File: src/rtl/pwg_pkg.sv
package pwg_pkg;
  typedef enum logic [1:0] {
    ST_IDLE = 2'd0,
    ST_WAIT = 2'd1,
    ST_WIPE = 2'd2
  } pwg_state_t;

  localparam int BYTE_W = 8;
  localparam int NUM_KEYS = 2;
endpackage

File: src/rtl/pwg_cmp.sv
module pwg_cmp #(
  parameter int NB   = 8,
  parameter int KEYS = 2,
  localparam int CW  = $clog2(NB + 2)
) (
  input  logic                       clk,
  input  logic                       rst_n,
  input  logic                       clr,
  input  logic                       take,
  input  logic [7:0]                 in_byte,
  input  logic [KEYS-1:0][NB*8-1:0]  keys,
  output logic [CW-1:0]              cnt,
  output logic [KEYS-1:0]            miss
);
  // byte counter saturates one past a full key, marking an overlong frame
  always_ff @(posedge clk or negedge rst_n) begin
    if (!rst_n)                        cnt <= '0;
    else if (clr)                      cnt <= '0;
    else if (take && cnt <= CW'(NB))   cnt <= cnt + 1'b1;
  end

  for (genvar g = 0; g < KEYS; g++) begin : g_key
    logic [7:0] cur;
    always_comb begin
      cur = '0;
      for (int b = 0; b < NB; b++)
        if (cnt == CW'(b)) cur = keys[g][8*b +: 8];
    end
    // sticky mismatch against this key
    always_ff @(posedge clk or negedge rst_n) begin
      if (!rst_n)                                          miss[g] <= 1'b0;
      else if (clr)                                        miss[g] <= 1'b0;
      else if (take && cnt < CW'(NB) && in_byte != cur)    miss[g] <= 1'b1;
    end
  end
endmodule

File: src/rtl/pwg_timer.sv
module pwg_timer #(
  parameter int CYC = 16,
  localparam int TW = $clog2(CYC + 1)
) (
  input  logic clk,
  input  logic rst_n,
  input  logic load,
  output logic last
);
  logic [TW-1:0] cnt;

  always_ff @(posedge clk or negedge rst_n) begin
    if (!rst_n)          cnt <= '0;
    else if (load)       cnt <= TW'(CYC);
    else if (cnt != '0)  cnt <= cnt - 1'b1;
  end

  assign last = (cnt == TW'(1));
endmodule

File: src/rtl/pwg_retry.sv
module pwg_retry #(
  parameter int MAX = 8,
  localparam int RW = $clog2(MAX + 1)
) (
  input  logic          clk,
  input  logic          rst_n,
  input  logic          clr,
  input  logic          inc,
  output logic          hit,
  output logic [RW-1:0] cnt
);
  assign hit = inc && (cnt == RW'(MAX - 1));

  always_ff @(posedge clk or negedge rst_n) begin
    if (!rst_n)                         cnt <= '0;
    else if (clr)                       cnt <= '0;
    else if (inc && !hit)               cnt <= cnt + 1'b1;
  end
endmodule

File: src/rtl/pwg_guard.sv
module pwg_guard
  import pwg_pkg::*;
#(
  parameter int PW_BYTES    = 8,
  parameter int BUSY_CYCLES = 16,
  parameter int MAX_FAILS   = 8
) (
  input  logic                    clk,
  input  logic                    rst_n,
  input  logic                    in_valid,
  output logic                    in_ready,
  input  logic [7:0]              in_data,
  input  logic                    pw_sel,
  input  logic                    frame_end,
  input  logic                    pw_load,
  input  logic                    pw_load_sel,
  input  logic [PW_BYTES*8-1:0]   pw_load_data,
  output logic                    busy,
  output logic                    access_ok,
  output logic                    erase_req,
  input  logic                    erase_done
);
  localparam int PW_W = PW_BYTES * BYTE_W;
  localparam int CW   = $clog2(PW_BYTES + 2);
  localparam int RW   = $clog2(MAX_FAILS + 1);

  pwg_state_t                    state;
  logic [NUM_KEYS-1:0][PW_W-1:0] key_q;
  logic [CW-1:0]                 byte_cnt;
  logic [NUM_KEYS-1:0]           miss;
  logic                          granted_q, grant_wr_q, wipe_pend;
  logic                          idle, chk_go, load_go, verdict, tmr_last;
  logic                          fail_hit, wipe_fin;
  logic [RW-1:0]                 fail_cnt;

  assign idle     = (state == ST_IDLE);
  assign chk_go   = idle && frame_end;
  assign load_go  = idle && !frame_end && pw_load && granted_q && grant_wr_q;
  assign verdict  = (byte_cnt == CW'(PW_BYTES)) && !miss[pw_sel];
  assign wipe_fin = (state == ST_WIPE) && erase_done;

  assign in_ready  = idle && !frame_end;
  assign busy      = !idle;
  assign access_ok = idle && granted_q;
  assign erase_req = (state == ST_WIPE);

  pwg_cmp #(.NB(PW_BYTES), .KEYS(NUM_KEYS)) u_cmp (
    .clk     (clk),
    .rst_n   (rst_n),
    .clr     (chk_go || load_go),
    .take    (in_valid && in_ready),
    .in_byte (in_data),
    .keys    (key_q),
    .cnt     (byte_cnt),
    .miss    (miss)
  );

  pwg_timer #(.CYC(BUSY_CYCLES)) u_tmr (
    .clk   (clk),
    .rst_n (rst_n),
    .load  (chk_go || load_go),
    .last  (tmr_last)
  );

  pwg_retry #(.MAX(MAX_FAILS)) u_retry (
    .clk   (clk),
    .rst_n (rst_n),
    .clr   ((chk_go && verdict) || wipe_fin),
    .inc   (chk_go && !verdict),
    .hit   (fail_hit),
    .cnt   (fail_cnt)
  );

  always_ff @(posedge clk or negedge rst_n) begin
    if (!rst_n) begin
      state      <= ST_IDLE;
      key_q      <= '0;
      granted_q  <= 1'b0;
      grant_wr_q <= 1'b0;
      wipe_pend  <= 1'b0;
    end else begin
      case (state)
        ST_IDLE: begin
          if (chk_go) begin
            granted_q  <= verdict;
            grant_wr_q <= pw_sel;
            wipe_pend  <= fail_hit;
            state      <= ST_WAIT;
          end else if (load_go) begin
            key_q[pw_load_sel] <= pw_load_data;
            state              <= ST_WAIT;
          end
        end
        ST_WAIT: begin
          if (tmr_last) state <= wipe_pend ? ST_WIPE : ST_IDLE;
        end
        ST_WIPE: begin
          if (erase_done) begin
            key_q      <= '0;
            granted_q  <= 1'b0;
            grant_wr_q <= 1'b0;
            wipe_pend  <= 1'b0;
            state      <= ST_IDLE;
          end
        end
        default: state <= ST_IDLE;
      endcase
    end
  end
endmodule

File: config.mk
export PLATFORM = sky130hd
export DESIGN_NAME = pwg_guard
export DESIGN_NICKNAME = d
export VERILOG_FILES = /design/src/rtl/pwg_pkg.sv /design/src/rtl/pwg_cmp.sv /design/src/rtl/pwg_timer.sv /design/src/rtl/pwg_retry.sv /design/src/rtl/pwg_guard.sv
export SDC_FILE = /design/constraint.sdc
export NUM_CORES = 1
export LEC_CHECK = 0
export ABC_CLOCK_PERIOD_IN_PS = 3100
export BUFFER_PORTS_ARGS = -buffer_cell sky130_fd_sc_hd__buf_2
export CORE_ASPECT_RATIO = 0.8
export CORE_MARGIN = 4
export CORE_UTILIZATION = 40
export DETAILED_ROUTE_END_ITERATION = 12
export HOLD_SLACK_MARGIN = 0.03
export SETUP_SLACK_MARGIN = 0.2
export SLEW_MARGIN = 10
export SYNTH_ARGS = -nofsm -noshare
export SYNTH_HDL_FRONTEND = slang
export SYNTH_SLANG_ARGS = --single-unit
File: constraint.sdc
create_clock -name clk -period 3.1 [get_ports clk]
set_clock_uncertainty 0.2 [all_clocks]
set_input_delay 0.465 -clock clk [delete_from_list [all_inputs] [get_ports clk]]
set_output_delay 0.465 -clock clk [all_outputs]
set_load 0.05 [all_outputs]
# --- Word-level counts from Yosys, hierarchy flattened ---
# Index checks and enable logic that the tools add are counted.
word_totals:
  register_bits: 148
  in_bits: 80
  output_inout_bits: 4
  elab_cells: 124
classes:
  n_addsub: 3
  magnitude_cmp: 5
  eq_ne: 20
  muxes: 48
  n_reduce_logical: 37
ops:
  columns: ["cell", "n"]
  rows:
  - ["$mux 128", 3]
  - ["$pmux 128 s2", 1]
  - ["$bwmux 128", 1]
  - ["$mux 8", 16]
  - ["$demux 64 s1", 1]
  - ["$mux 64", 1]
  - ["$eq 4x3->1 const B", 5]
  - ["$logic_and 1x1->1", 18]
  - ["$mux 4", 4]
  - ["$ne 8x8->1", 2]
  - ["$reduce_bool 2->1", 6]
  - ["$mux 1", 10]
  - ["$mux 2", 5]
  - ["$mux 5", 2]
  - ["$add 4x1->4 const B", 2]
  - ["$eq 4x2->1 const B", 2]
  - ["$ne 2x1->1 const B", 3]
  - ["$pmux 1 s2", 3]
  - ["$pmux 2 s3", 1]
  - ["$reduce_and 3->1", 2]
  - ["$eq 5x1->1 const B", 1]
  - ["$logic_not 1->1", 5]
  - ["$reduce_bool 5->1", 1]
  - ["$sub 5x1->5 const B", 1]
  - ["other kinds (14)", 17]

# --- Logic depth before layout (Yosys ltp) ---
logic_depth:
  word_depth: 13
  depth_mapped: 11
  mapped_depth_nobuf: 8

# --- Hierarchy ---
# From an unflattened synthesis, not the netlist that was laid out.
hier_totals:
  cells_unflattened: 896
  area_unflattened_um2: 8650.8
by_module_without_submodules:
  columns: ["module", "instances", "cells_each", "area_per_inst_um2", "seq_area_each_um2"]
  rows:
  - ["pwg_guard", 1, 518, 5880.6, 3328.2]
  - ["pwg_cmp", 1, 330, 2279.7, 150.1]
  - ["pwg_timer", 1, 26, 269.0, 125.1]
  - ["pwg_retry", 1, 22, 221.5, 100.1]

# --- Worst setup path before layout ---
# Ideal clock, no wire load.
synth_path:
  path_type: "in2reg"
  start: "input frame_end"
  end: "register key_q[108] (netlist name)"
  arrival_time_ns: 2.641
  required_ns: 2.783
  slack_ns: 0.142
  stages: 5
  n_path_buf: 1
  path_cell_list: "nor3_1 > nand3_1 > clkbuf_1 > nand3_1 > nand2_1"
synth_via:
  elab_chain_len: 7
  elab_cells_between_ends: 9
  cone_classes: "eq/ne: 2; reduce/logical: 7"
synth_lines:
  columns: ["item", "line_no", "text"]
  rows:
  - ["from (decl)", "pwg_guard.sv:14", "input logic frame_end,"]
  - ["$logic_not 1->1", "pwg_guard.sv:38", "assign load_go = idle && !frame_end && pw_load && granted_q && grant_wr_q;"]
  - ["$logic_and 1x1->1 (4 in a row)", "pwg_guard.sv:38", null]
  - ["$ne 2x1->1 (no line)", null, null]
  - ["$reduce_and 4->1 (no line) (*)", null, null]
  - ["to (signal, indexed assignment)", "pwg_guard.sv:90", "key_q[pw_load_sel] <= pw_load_data;"]
  - ["to (decl)", "pwg_guard.sv:28", "logic [NUM_KEYS-1:0][PW_W-1:0] key_q;"]
# Mark *: on every way between the ends. The rest lies on a longest branch, timed or not.
# A chain may end at the register's enable or synchronous reset.

# --- Worst setup path after layout ---
layout_path:
  start: "register u_cmp.cnt[0]"
  end: "register u_cmp.miss[0]"
layout_via:
  elab_chain_len: 12
  elab_cells_between_ends: 21
  cone_classes: "order compare: 1; eq/ne: 8; mux: 8; reduce/logical: 4"
layout_lines:
  columns: ["item", "line_no", "text"]
  rows:
  - ["from (decl)", "pwg_cmp.sv:12", "output logic [CW-1:0] cnt,"]
  - ["from (signal assigned)", "pwg_cmp.sv:19", "else if (take && cnt <= CW'(NB)) cnt <= cnt + 1'b1;"]
  - ["$logic_not 4->1", "pwg_cmp.sv:27", "if (cnt == CW'(b)) cur = keys[g][8*b +: 8];"]
  - ["$mux 8 (8 in a row)", "pwg_cmp.sv:27", null]
  - ["$ne 8x8->1", "pwg_cmp.sv:33", "else if (take && cnt < CW'(NB) && in_byte != cur) miss[g] <= 1'b1;"]
  - ["$logic_and 1x1->1 (*)", "pwg_cmp.sv:33", null]
  - ["$reduce_bool 2->1 (no line) (*)", null, null]
  - ["to (signal, indexed assignment)", "pwg_cmp.sv:31", "if (!rst_n) miss[g] <= 1'b0;"]
  - ["to (signal, indexed assignment)", "pwg_cmp.sv:32", "else if (clr) miss[g] <= 1'b0;"]
  - ["to (signal, indexed assignment)", "pwg_cmp.sv:33", null]
  - ["to (decl)", "pwg_cmp.sv:13", "output logic [KEYS-1:0] miss"]
# Marks and branches as above.

==> results list <==
* Fmax: 366.7 MHz
* TritonCTS buffer count: 17
* Dominant register cell in the synthesized netlist: dfrtp_1
* Post-DP HPWL: 16.36 mm
- For this run, the number of Yosys warnings is 0.
- The initial utilization of the core area, before any placement, comes to 40.54%.
- After synthesis, flip-flops and latches occupy 48.29% of the total area.
* Number of non-filler instances in the completed layout: 1,235
- 0 antenna diodes ended up in the layout.
* Number of flops mapped to enable cells by yosys: 0
* Synth unique cells: 67
- Hold is met by 40.52 ps.
* Cell count of the worst hold path: 3
- For this design the static power due to leakage is 4.203 nW.
- Headroom to the max-slew limit came out at 48.81%.
- Clock root cell: clkbuf_16
- The routed layout has 6,830 vias.
- Cell type contributing the most total cell area after synthesis: dfrtp_1
- Total wire length after detailed routing: 23.35 mm
- Reg2Reg Capture Point: u_cmp.miss[0]
- After layout, the worst path uses 87.96% of the clock period.
* Average routed wire per standard cell: 18.91 um
* Run status: complete, no violations
- The floorplan has 45 rows.
- Final ANT Viol Nets: 0
- Endpoint class of the critical path: register
- Along the worst path, the maximum fanout reaches 14.
* Violation count after the first detailed-route iteration: 759
- Wire length of the first global-routing pass: 37.00 mm
* Number of setup violations in the final report: 0
- In this run the most critical hold path is launched from pw_load_data[43].
* Critical Path RT: 3200 ps
* Most common library cell in the layout ignoring fill and taps: nand2_1
- Clk Latency, worst-skew pair: 430 ps
- The top cell types in the final layout, fill and taps aside, are nand2_1, dfrtp_1, buf_2, o21ai_0, nand3_1.
* Top cell type's share of synthesized area: 48.29%
* Arrival time at the worst endpoint: 2830 ps
- In the synthesized netlist the async set-or-reset flop fraction comes to 100.0%.
- Setup repair after global routing left no endpoint under its margin.
- Global placer's final weighted congestion: 1.022
* End point of the worst hold path: key_q[107]
* Clock Path Buffers: 2
- The startpoint identified for the worst register-to-register timing path is u_cmp.cnt[0].
- For this design the ratio of total power to cell area is 663.7 mW/mm2.
* Clock tree from TritonCTS: built
- Timing analysis after detailed placement gives a worst setup slack of 288.4 ps.
- After detailed routing, the number of remaining DRC violations is 0.
* Top post-synthesis cells by area: dfrtp_1, nand2_1, o21ai_0
* Total power: 0.005970 W
* Core footprint: 0.01892 mm2
- Worst min-delay path class: in2reg
- The H-tree was split into 4 levels.
- Worst Reg2Reg Path Length in Cells: 7
* Slack of the worst reg-to-reg path: 370 ps
- For the pin with the worst max-slew slack, the measured transition is 765.0 ps.
* Via count of the first global-routing pass: 6,495
* Worst setup path class: reg2reg
- In this run the cell area of the synthesized design comes to 0.007669 mm2.
* Slack of the critical path: 373.3 ps
- After detailed routing, the number of vias per cell comes to 5.530.
* Post-Route Setup TNS: 0 ps
- The number of antenna violations at the first check in global routing was 0.
* Horiz. Die Dim: 162.8 um
* Detailed-router iteration count before antenna repair: 5
- Number of placed cells counting well taps: 1,199
- Relative to the synthesized area, the layout overhead comes to 17.29%.
* Number of buffers added on ports: 83
* Number of synthesized register bits: 148
- Pin count of the biggest net entering global routing: 129
* Number of nets in the final layout: 1,053
* Number of nets in the synthesized netlist: 993
* Setup bufs post-CTS: 0
- Number of cells produced by synthesis: 905
- TritonCTS sink count: 148
* Final count of hold timing violations: 0
- GRT overflow: 0
- The number of pins with negative max-slew slack in the final report came to 0.
- Across every metal layer, demand over resource in global routing totals 21.98%.
- Clock transition at the registers of the reported paths: 60 ps
- STA classifies the critical path startpoint as a register.
- Die span in y: 131.8 um
- Across the VDD grid, the largest voltage drop is 0.2713 mV.
* Avg Inst Size Synth: 8.474 um2
- Cells with a size suffix above 1 make up 15.46% of the layout.
- Max-cap violations in this run came to 0.
- Die footprint: 0.02147 mm2
- Final period demand of the worst path: 2727 ps
- Count of boundary I/O pins: 84
## what timing repair did
action | in CTS | in global routing
hold buffers | 5 | 0
hold endpoints to repair | 55 | 0
endpoints found under the setup margin | 0 | 2
resized for setup | 0 | 5
## layer usage
layer / part of all wire [%] / global-route usage, %
met1: 48 / 33.80
met2: 44 / 31.22
met3: 6.6 / 3.532
met4: 1.7 / 7.778
met5: 0 / 0
## worst max-delay path by stage
stage / startpoint / to / slack [ps] / cells after the start
after global placement: u_cmp.cnt[0] / u_cmp.miss[0] / 350 / 9
final: u_cmp.cnt[0] / u_cmp.miss[0] / 370 / 7
after CTS: u_cmp.cnt[0] / u_cmp.miss[0] / 270 / 9
after global routing: u_cmp.cnt[0] / u_cmp.miss[1] / 240 / 7
after detailed placement: u_cmp.cnt[0] / u_cmp.miss[0] / 290 / 9
after floorplan: u_cmp.cnt[0] / u_cmp.miss[1] / 690 / 10
## cell usage after synthesis, drive strengths merged (4+ instances only)
master / n
xnor2: 10
ha: 8
a221oi: 17
nand4: 5
mux2i: 13
nor2: 28
xor2: 7
nand3: 70
and3: 5
nor4: 4
a21oi: 22
nand2: 285
buf: 35
o22ai: 12
o2bb2ai: 4
nand3b: 6
clkbuf: 33
dfrtp: 148
o21ai: 75
inv: 18
o221ai: 11
nor2b: 9
a22oi: 9
nor3: 8
nand2b: 8
## state kept, by name, indices dropped and copies added, names as in the netlist
register and count:
u_tmr.cnt 5, grant_wr_q 1, state 2, u_cmp.cnt 4
wipe_pend 1, u_cmp.miss 2, granted_q 1, key_q 128
u_retry.cnt 4
## through the flow
stage                     utilization, %  cell area (um2)
after floorplan                        -             7674
after global placement             44.14             8351
after detailed placement           44.14             8351
after CTS                          47.47             8980
after global routing               47.55             8995
final                              47.55             8995
## worst max-delay path: stages, from the launching register on
cell      delay [ps]
dfrtp_1          440
ha_1             290
inv_1            370
o221ai_1         290
o22ai_1          430
mux2i_1          170
nor4_2           310
a31oi_1          110
## layout make-up
type | instances | area, um2
clock buffers | 23 | 478.0
clock inverters | 8 | 101.3
fillers | 1855 | 9923
inverters | 18 | 67.56
multi-input cells | 671 | 3617
flip-flops and latches | 148 | 3704
well taps | 258 | 322.8
repair buffers | 109 | 704.4
## power by group
group	switching [W]	leakage, nW	internal (W)
Clock	0.000818	0.275	0.00124
Sequential	0.000135	2.04	0.00208
Combinational	0.00102	1.89	0.000668
## cells by family after synthesis
group | count (synthesis) | share of synthesized area (%)
AO/OA/AOI/OAI | 189 | 16.35
flip-flops | 148 | 48.29
buffers and inverters | 86 | 5.074
AND/OR/NAND/NOR | 443 | 25.19
XOR/XNOR | 17 | 1.942
adder cells (fa/ha/maj) | 8 | 1.305
multiplexers | 14 | 1.844
Note: power is estimated with default switching activity, not from simulation.
